$ cat src/rtl/hsw_pkg.sv
package hsw_pkg;
  typedef enum logic [2:0] {
    HS_LOCKOUT    = 3'd0,
    HS_EN_DELAY   = 3'd1,
    HS_WAIT_END   = 3'd2,
    HS_CHECK_CARD = 3'd3,
    HS_CONNECTED  = 3'd4
  } hsw_state_e;

  typedef struct packed {
    logic supply;
    logic enable;
    logic bp_sda;
    logic bp_scl;
    logic card_sda;
    logic card_scl;
  } hsw_lines_t;
endpackage

$ cat src/rtl/hsw_sync.sv
module hsw_sync #(
  parameter int WIDTH  = 6,
  parameter int STAGES = 2
) (
  input  logic             clk,
  input  logic             rst_n,
  input  logic [WIDTH-1:0] d_i,
  output logic [WIDTH-1:0] q_o
);
  logic [WIDTH-1:0] stage_q [STAGES];

  for (genvar s = 0; s < STAGES; s++) begin : g_stage
    if (s == 0) begin : g_first
      always_ff @(posedge clk or negedge rst_n) begin
        if (!rst_n) stage_q[s] <= '0;
        else        stage_q[s] <= d_i;
      end
    end else begin : g_next
      always_ff @(posedge clk or negedge rst_n) begin
        if (!rst_n) stage_q[s] <= '0;
        else        stage_q[s] <= stage_q[s-1];
      end
    end
  end

  assign q_o = stage_q[STAGES-1];
endmodule

$ cat src/rtl/hsw_rise_filter.sv
module hsw_rise_filter #(
  parameter int HOLD_CYCLES = 9500
) (
  input  logic clk,
  input  logic rst_n,
  input  logic clear_i,
  input  logic level_i,
  output logic filt_o
);
  localparam int CW = $clog2(HOLD_CYCLES + 1);
  localparam logic [CW-1:0] HOLD_MAX = CW'(HOLD_CYCLES);

  logic [CW-1:0] cnt_q, cnt_d;
  logic          cnt_en;

  always_comb begin
    cnt_en = 1'b0;
    cnt_d  = cnt_q;
    if (clear_i || !level_i) begin
      cnt_en = 1'b1;
      cnt_d  = '0;
    end else if (cnt_q != HOLD_MAX) begin
      cnt_en = 1'b1;
      cnt_d  = cnt_q + 1'b1;
    end
  end

  always_ff @(posedge clk or negedge rst_n) begin
    if (!rst_n)      cnt_q <= '0;
    else if (cnt_en) cnt_q <= cnt_d;
  end

  assign filt_o = (cnt_q == HOLD_MAX);

  // the filtered enable only rises after the raw level was high
  a_r2_filter_needs_level: assert property (@(posedge clk) disable iff (!rst_n)
    $rose(filt_o) |-> $past(level_i) && !$past(clear_i));
  // a low level removes the filtered enable on the next cycle
  a_r7_filter_falls: assert property (@(posedge clk) disable iff (!rst_n)
    !level_i |=> !filt_o);
endmodule

$ cat src/rtl/hsw_bus_end_detect.sv
module hsw_bus_end_detect #(
  parameter int IDLE_CYCLES = 9500
) (
  input  logic clk,
  input  logic rst_n,
  input  logic restart_i,
  input  logic sda_i,
  input  logic scl_i,
  output logic stop_o,
  output logic idle_o
);
  localparam int IW = $clog2(IDLE_CYCLES + 1);
  localparam logic [IW-1:0] IDLE_MAX = IW'(IDLE_CYCLES);

  logic          sda_prev_q, scl_prev_q;
  logic [IW-1:0] idle_q, idle_d;
  logic          idle_en;

  always_ff @(posedge clk or negedge rst_n) begin
    if (!rst_n) begin
      sda_prev_q <= 1'b0;
      scl_prev_q <= 1'b0;
    end else begin
      sda_prev_q <= sda_i;
      scl_prev_q <= scl_i;
    end
  end

  assign stop_o = sda_i && !sda_prev_q && scl_i && scl_prev_q;

  always_comb begin
    idle_en = 1'b0;
    idle_d  = idle_q;
    if (restart_i || !sda_i || !scl_i) begin
      idle_en = 1'b1;
      idle_d  = '0;
    end else if (idle_q != IDLE_MAX) begin
      idle_en = 1'b1;
      idle_d  = idle_q + 1'b1;
    end
  end

  always_ff @(posedge clk or negedge rst_n) begin
    if (!rst_n)       idle_q <= '0;
    else if (idle_en) idle_q <= idle_d;
  end

  assign idle_o = (idle_q == IDLE_MAX);

  // idle is only reached after both lines were high
  a_r4_idle_after_high: assert property (@(posedge clk) disable iff (!rst_n)
    $rose(idle_o) |-> $past(sda_i) && $past(scl_i) && !$past(restart_i));
  // a low line clears the idle indication on the next cycle
  a_r4_low_clears_idle: assert property (@(posedge clk) disable iff (!rst_n)
    (!sda_i || !scl_i) |=> !idle_o);
  // a stop is only flagged with clock held high across two samples
  a_r3_stop_clock_high: assert property (@(posedge clk) disable iff (!rst_n)
    stop_o |-> scl_i && $past(scl_i) && !$past(sda_i));
endmodule

$ cat src/rtl/hsw_join_ctrl.sv
module hsw_join_ctrl
  import hsw_pkg::*;
#(
  parameter int IDLE_CYCLES     = 9500,
  parameter int EN_DELAY_CYCLES = 9500,
  parameter int SYNC_STAGES     = 2
) (
  input  logic clk,
  input  logic rst_n,
  input  logic supply_ok_i,
  input  logic enable_i,
  input  logic bp_sda_i,
  input  logic bp_scl_i,
  input  logic card_sda_i,
  input  logic card_scl_i,
  output logic join_o,
  output logic accel_en_o,
  output logic precharge_en_o,
  output logic ready_o
);
  localparam int NLINES = $bits(hsw_lines_t);

  hsw_lines_t raw_lines, sync_lines;
  hsw_state_e state_q, state_d;
  logic       en_filt, stop_evt, idle_evt, card_high, lockout;

  assign raw_lines = '{supply: supply_ok_i, enable: enable_i,
                       bp_sda: bp_sda_i, bp_scl: bp_scl_i,
                       card_sda: card_sda_i, card_scl: card_scl_i};

  hsw_sync #(.WIDTH(NLINES), .STAGES(SYNC_STAGES)) u_sync (
    .clk(clk), .rst_n(rst_n), .d_i(raw_lines), .q_o(sync_lines)
  );

  assign lockout = (state_q == HS_LOCKOUT);

  hsw_rise_filter #(.HOLD_CYCLES(EN_DELAY_CYCLES)) u_en_filter (
    .clk(clk), .rst_n(rst_n), .clear_i(lockout),
    .level_i(sync_lines.enable), .filt_o(en_filt)
  );

  hsw_bus_end_detect #(.IDLE_CYCLES(IDLE_CYCLES)) u_end_detect (
    .clk(clk), .rst_n(rst_n), .restart_i(state_q != HS_WAIT_END),
    .sda_i(sync_lines.bp_sda), .scl_i(sync_lines.bp_scl),
    .stop_o(stop_evt), .idle_o(idle_evt)
  );

  assign card_high = sync_lines.card_sda && sync_lines.card_scl;

  always_comb begin
    state_d = state_q;
    unique case (state_q)
      HS_LOCKOUT:    state_d = HS_EN_DELAY;
      HS_EN_DELAY:   if (en_filt) state_d = HS_WAIT_END;
      HS_WAIT_END:   if (stop_evt || idle_evt) state_d = HS_CHECK_CARD;
      HS_CHECK_CARD: state_d = card_high ? HS_CONNECTED : HS_WAIT_END;
      HS_CONNECTED:  state_d = HS_CONNECTED;
      default:       state_d = HS_LOCKOUT;
    endcase
    if (!sync_lines.enable && state_q != HS_LOCKOUT) state_d = HS_EN_DELAY;
    if (!sync_lines.supply) state_d = HS_LOCKOUT;
  end

  always_ff @(posedge clk or negedge rst_n) begin
    if (!rst_n) state_q <= HS_LOCKOUT;
    else        state_q <= state_d;
  end

  assign join_o         = (state_q == HS_CONNECTED);
  assign accel_en_o     = join_o;
  assign ready_o        = join_o;
  assign precharge_en_o = lockout || (!join_o && sync_lines.enable);

  // loss of supply forces lockout on the next cycle
  a_r9_supply_lockout: assert property (@(posedge clk) disable iff (!rst_n)
    !sync_lines.supply |=> lockout && precharge_en_o && !ready_o);
  // enable low while joined breaks the join on the next cycle
  a_r7_enable_drop: assert property (@(posedge clk) disable iff (!rst_n)
    !sync_lines.enable |=> !join_o && !accel_en_o && !ready_o);
  // a join only closes after card lines were seen high
  a_r5_card_checked: assert property (@(posedge clk) disable iff (!rst_n)
    $rose(join_o) |-> $past(card_high) && $past(state_q == HS_CHECK_CARD));
  // joining needs the filtered enable and supply one cycle earlier
  a_r2_join_qualified: assert property (@(posedge clk) disable iff (!rst_n)
    $rose(ready_o) |-> $past(sync_lines.supply) && $past(sync_lines.enable));
  // the checked state is only left toward a join or a new wait
  a_r6_check_exit: assert property (@(posedge clk) disable iff (!rst_n)
    (state_q == HS_CHECK_CARD) |=> state_q != HS_CHECK_CARD);
endmodule

$ cat config.mk
export PLATFORM = sky130hd
export DESIGN_NAME = hsw_join_ctrl
export DESIGN_NICKNAME = d
export VERILOG_FILES = /design/src/rtl/hsw_pkg.sv /design/src/rtl/hsw_sync.sv /design/src/rtl/hsw_rise_filter.sv /design/src/rtl/hsw_bus_end_detect.sv /design/src/rtl/hsw_join_ctrl.sv
export SDC_FILE = /design/constraint.sdc
export NUM_CORES = 1
export LEC_CHECK = 0
export ABC_AREA = 0
export CORE_ASPECT_RATIO = 1.25
export CORE_UTILIZATION = 55
export CTS_BUF_LIST = sky130_fd_sc_hd__clkbuf_4
export DETAILED_ROUTE_END_ITERATION = 10
export MAX_ROUTING_LAYER = met4
export PLACE_DENSITY = 0.81
export SYNTH_ARGS = -nofsm -noshare
export SYNTH_HDL_FRONTEND = slang
export SYNTH_HIERARCHICAL = 1
export SYNTH_SLANG_ARGS = --single-unit
$ cat constraint.sdc
create_clock -name clk -period 3.45 [get_ports clk]
set_input_delay 0.5175 -clock clk [delete_from_list [all_inputs] [get_ports clk]]
set_output_delay 0.5175 -clock clk [all_outputs]
set_load 0.02 [all_outputs]
==> results.py <==
metrics = {
    "status": {
        "status": "complete, no violations",
    },
    "setup_path": {
        "cp.arrival_ns": 1.88,
        "start_kind": "flip-flop",
        "crit_required_ns": 2.93,
        "critPathCaptureType": "primary output",
        "crit_type": "flip-flop to primary output",
        "crit_fanout": 9,
    },
    "die": {
        "dieArea_sq_um": 4258,
        "die_h_um": 72.71,
        "initial_core_util_pct": 57.64,
        "io_pins": 12,
        "fp.dieW_um": 58.57,
        "core_area_sq_um": 3816,
        "rows": 25,
    },
    "logic_synthesis": {
        "syn_inst": 204,
        "synth_area_sq_um": 2200,
        "synth.yosys.warnings": 6,
        "synth-seq-cells": 45,
        "synthArstFlopShare_pct": 100.0,
        "syn_nets": 218,
        "synth_area_leaders": "dfrtp_1, xor2_1, ha_1",
        "ys_types": 51,
        "synth_top_area_share_pct": 51.19,
        "synthFlopType": "dfrtp_1",
        "synth-edff-count": 0,
        "synth_area_leader_cell": "dfrtp_1",
        "avgSynthCellArea_sq_um": 10.78,
        "yosysSeqAreaShare_pct": 51.19,
    },
    "routing": {
        "wirelength_met1_mm": 1.643,
        "wl_per_cell_um": 13.88,
        "top_layer": "met4",
        "postRouteAntennaNets": 0,
        "first_pass_iters": 4,
        "vias_per_cell": 5.650,
        "drt_first_iter_violations": 63,
        "routed-wl-met3_um": 87,
        "drcViolationCount": 0,
        "num_vias": 1503,
        "wl_mm": 3.691,
        "wl_met2_mm": 1.865,
    },
    "timing": {
        "finalClockSkew_ns": 0.005649,
        "max_freq_mhz": 417.1,
        "hold_violations": 0,
        "fin_crit_ns": 2.397,
        "hold_slack_ns": 0.2890,
        "maxSlewHeadroom_pct": 36.57,
        "finalMaxSlewViolations": 0,
        "setup_tns_ns": 0,
        "min_period_over_period_pct": 69.49,
        "worst_pin_slew_ns": 0.9515,
        "rsz0062_at_grt": "no",
        "finalSetupViolCount": 0,
    },
    "pwr": {
        "p_per_area_nw_per_um2": 358.3,
        "ir_drop_mv": 0.3189,
        "power.total_uw": 845.6,
        "leakagePower_nw": 0.9814,
    },
    "clock_tree": {
        "root_buffer": "clkbuf_4",
        "ctsHoldBuffers": 0,
        "ctsHtreeMaxLevel": 2,
        "numCtsBuffers": 5,
        "insertion_delay_ns": 0.35,
        "cts_tree": "done",
        "cts_sinks": 45,
        "cts.clk_slew.worst_paths_ns": 0.14,
        "post_cts_resized": 0,
        "clk_path_buf_depth": 2,
        "post_cts_buffers": 0,
    },
    "cells_and_area": {
        "antenna_cells": 0,
        "drive_gt1_share_pct": 11.79,
        "fin_nets": 225,
        "mostFrequentLayoutCells": "dfrtp_1, nand2_1, nor2_1",
        "final_util_pct": 61.84,
        "syn2layout_area_growth_pct": 7.281,
        "final_common_cell": "dfrtp_1",
        "num-fill-cells": 318,
        "final_area_sq_um": 2360,
    },
    "global_routing": {
        "grt-ovfl-total": 0,
        "gr-usage-all-layers_pct": 20.23,
        "antenna_found_initial": 0,
        "grt_max_degree": 46,
        "grt_pass1_vias": 1426,
        "grt_pass1_wl_mm": 6.154,
    },
    "placement": {
        "place_congestion": 0.8332,
        "place_area_sq_um": 2297,
        "place.port_buffers": 11,
        "dp_hpwl_mm": 2.533,
    },
    "hold_path": {
        "hold_class": "primary input to asynchronous set/reset pin",
    },
    "run": {
        "drv_cap": 0,
    },
}
-- critical path, cell delays in order, from the launching register on --
cell and delay, ns:
dfrtp_1 0.50, nor3_1 0.29, nand2b_1 0.15, clkdlybuf4s50_1 0.59
-- stage by stage --
step / setup slack, ns / instances
final: 1.053 / 266
after global routing: 0.9192 / 266
after CTS: 1.044 / 266
after detailed placement: 1.458 / 258
after global placement: 1.492 / 258
after floorplan: 1.758 / 204
-- synth_stat cells (4+ instances only) --
| cell type | instances |
|---|---|
| dfrtp_1 | 45 |
| nand2_1 | 19 |
| nor2_1 | 18 |
| nand3_1 | 11 |
| buf_4 | 9 |
| xor2_1 | 9 |
| xnor2_1 | 7 |
| a21oi_1 | 6 |
| ha_1 | 6 |
| inv_1 | 5 |
| nor3_1 | 5 |
| and2_1 | 4 |
| o21ai_0 | 4 |
-- final timing paths --
check,end,depth (start not counted),slack [ns],startpoint
min,u_en_filter/cnt_q[4],1,0.29,rst_n
max,precharge_en_o,3,1.05,state_q[1]
min in group clk,u_sync/q_o[0],0,0.36,u_sync/stage_q[6]
min reg2reg,u_sync/q_o[0],0,0.36,u_sync/stage_q[6]
max in group asynchronous,u_end_detect/idle_q[10],1,2.57,rst_n
max reg2reg,state_q[1],7,1.60,u_en_filter/cnt_q[0]
-- registers in the layout, indices dropped and copies added, names as in the netlist --
register / flops
u_sync/q_o: 6
u_end_detect/scl_prev_q: 1
state_q: 3
u_end_detect/sda_prev_q: 1
u_end_detect/idle_q: 14
u_sync/stage_q: 6
u_en_filter/cnt_q: 14
-- layout make-up --
class / count / area, sq um / share of cell area, %
tap: 54 / 67.56 / 2.863
inverter: 7 / 26.28 / 1.113
sequential: 45 / 1126 / 47.72
clock inverter: 3 / 25.02 / 1.060
multi-input combinational: 141 / 972.2 / 41.20
clock buffer: 5 / 37.54 / 1.591
timing repair buffer: 11 / 105.1 / 4.454
-- layer usage --
| metal | global-route usage [%] | vias to the layer above |
|---|---|---|
| met1 | 22.34 | 731 |
| li1 | - | 731 |
| met5 | - | - |
| met2 | 33.59 | 30 |
| met4 | 12.17 | 0 |
| met3 | 3.901 | 11 |
-- kinds of logic after synthesis --
| kind of cell | count (synthesis) | share of synthesized area [%] |
|---|---|---|
| adder cells (fa/ha/maj) | 6 | 3.413 |
| AO/OA/AOI/OAI | 26 | 8.191 |
| AND/OR/NAND/NOR | 92 | 25.77 |
| XOR/XNOR | 16 | 6.371 |
| multiplexers | 1 | 0.4551 |
| flip-flops | 45 | 51.19 |
| buffers and inverters | 18 | 4.607 |
-- report_power, final --
group,switching (mW),internal (mW),leakage (nW)
clock,0.178,0.0847,0.0322
combinational,0.0218,0.0156,0.357
sequential,0.00704,0.538,0.592
Power figures use the tool's default switching activity.
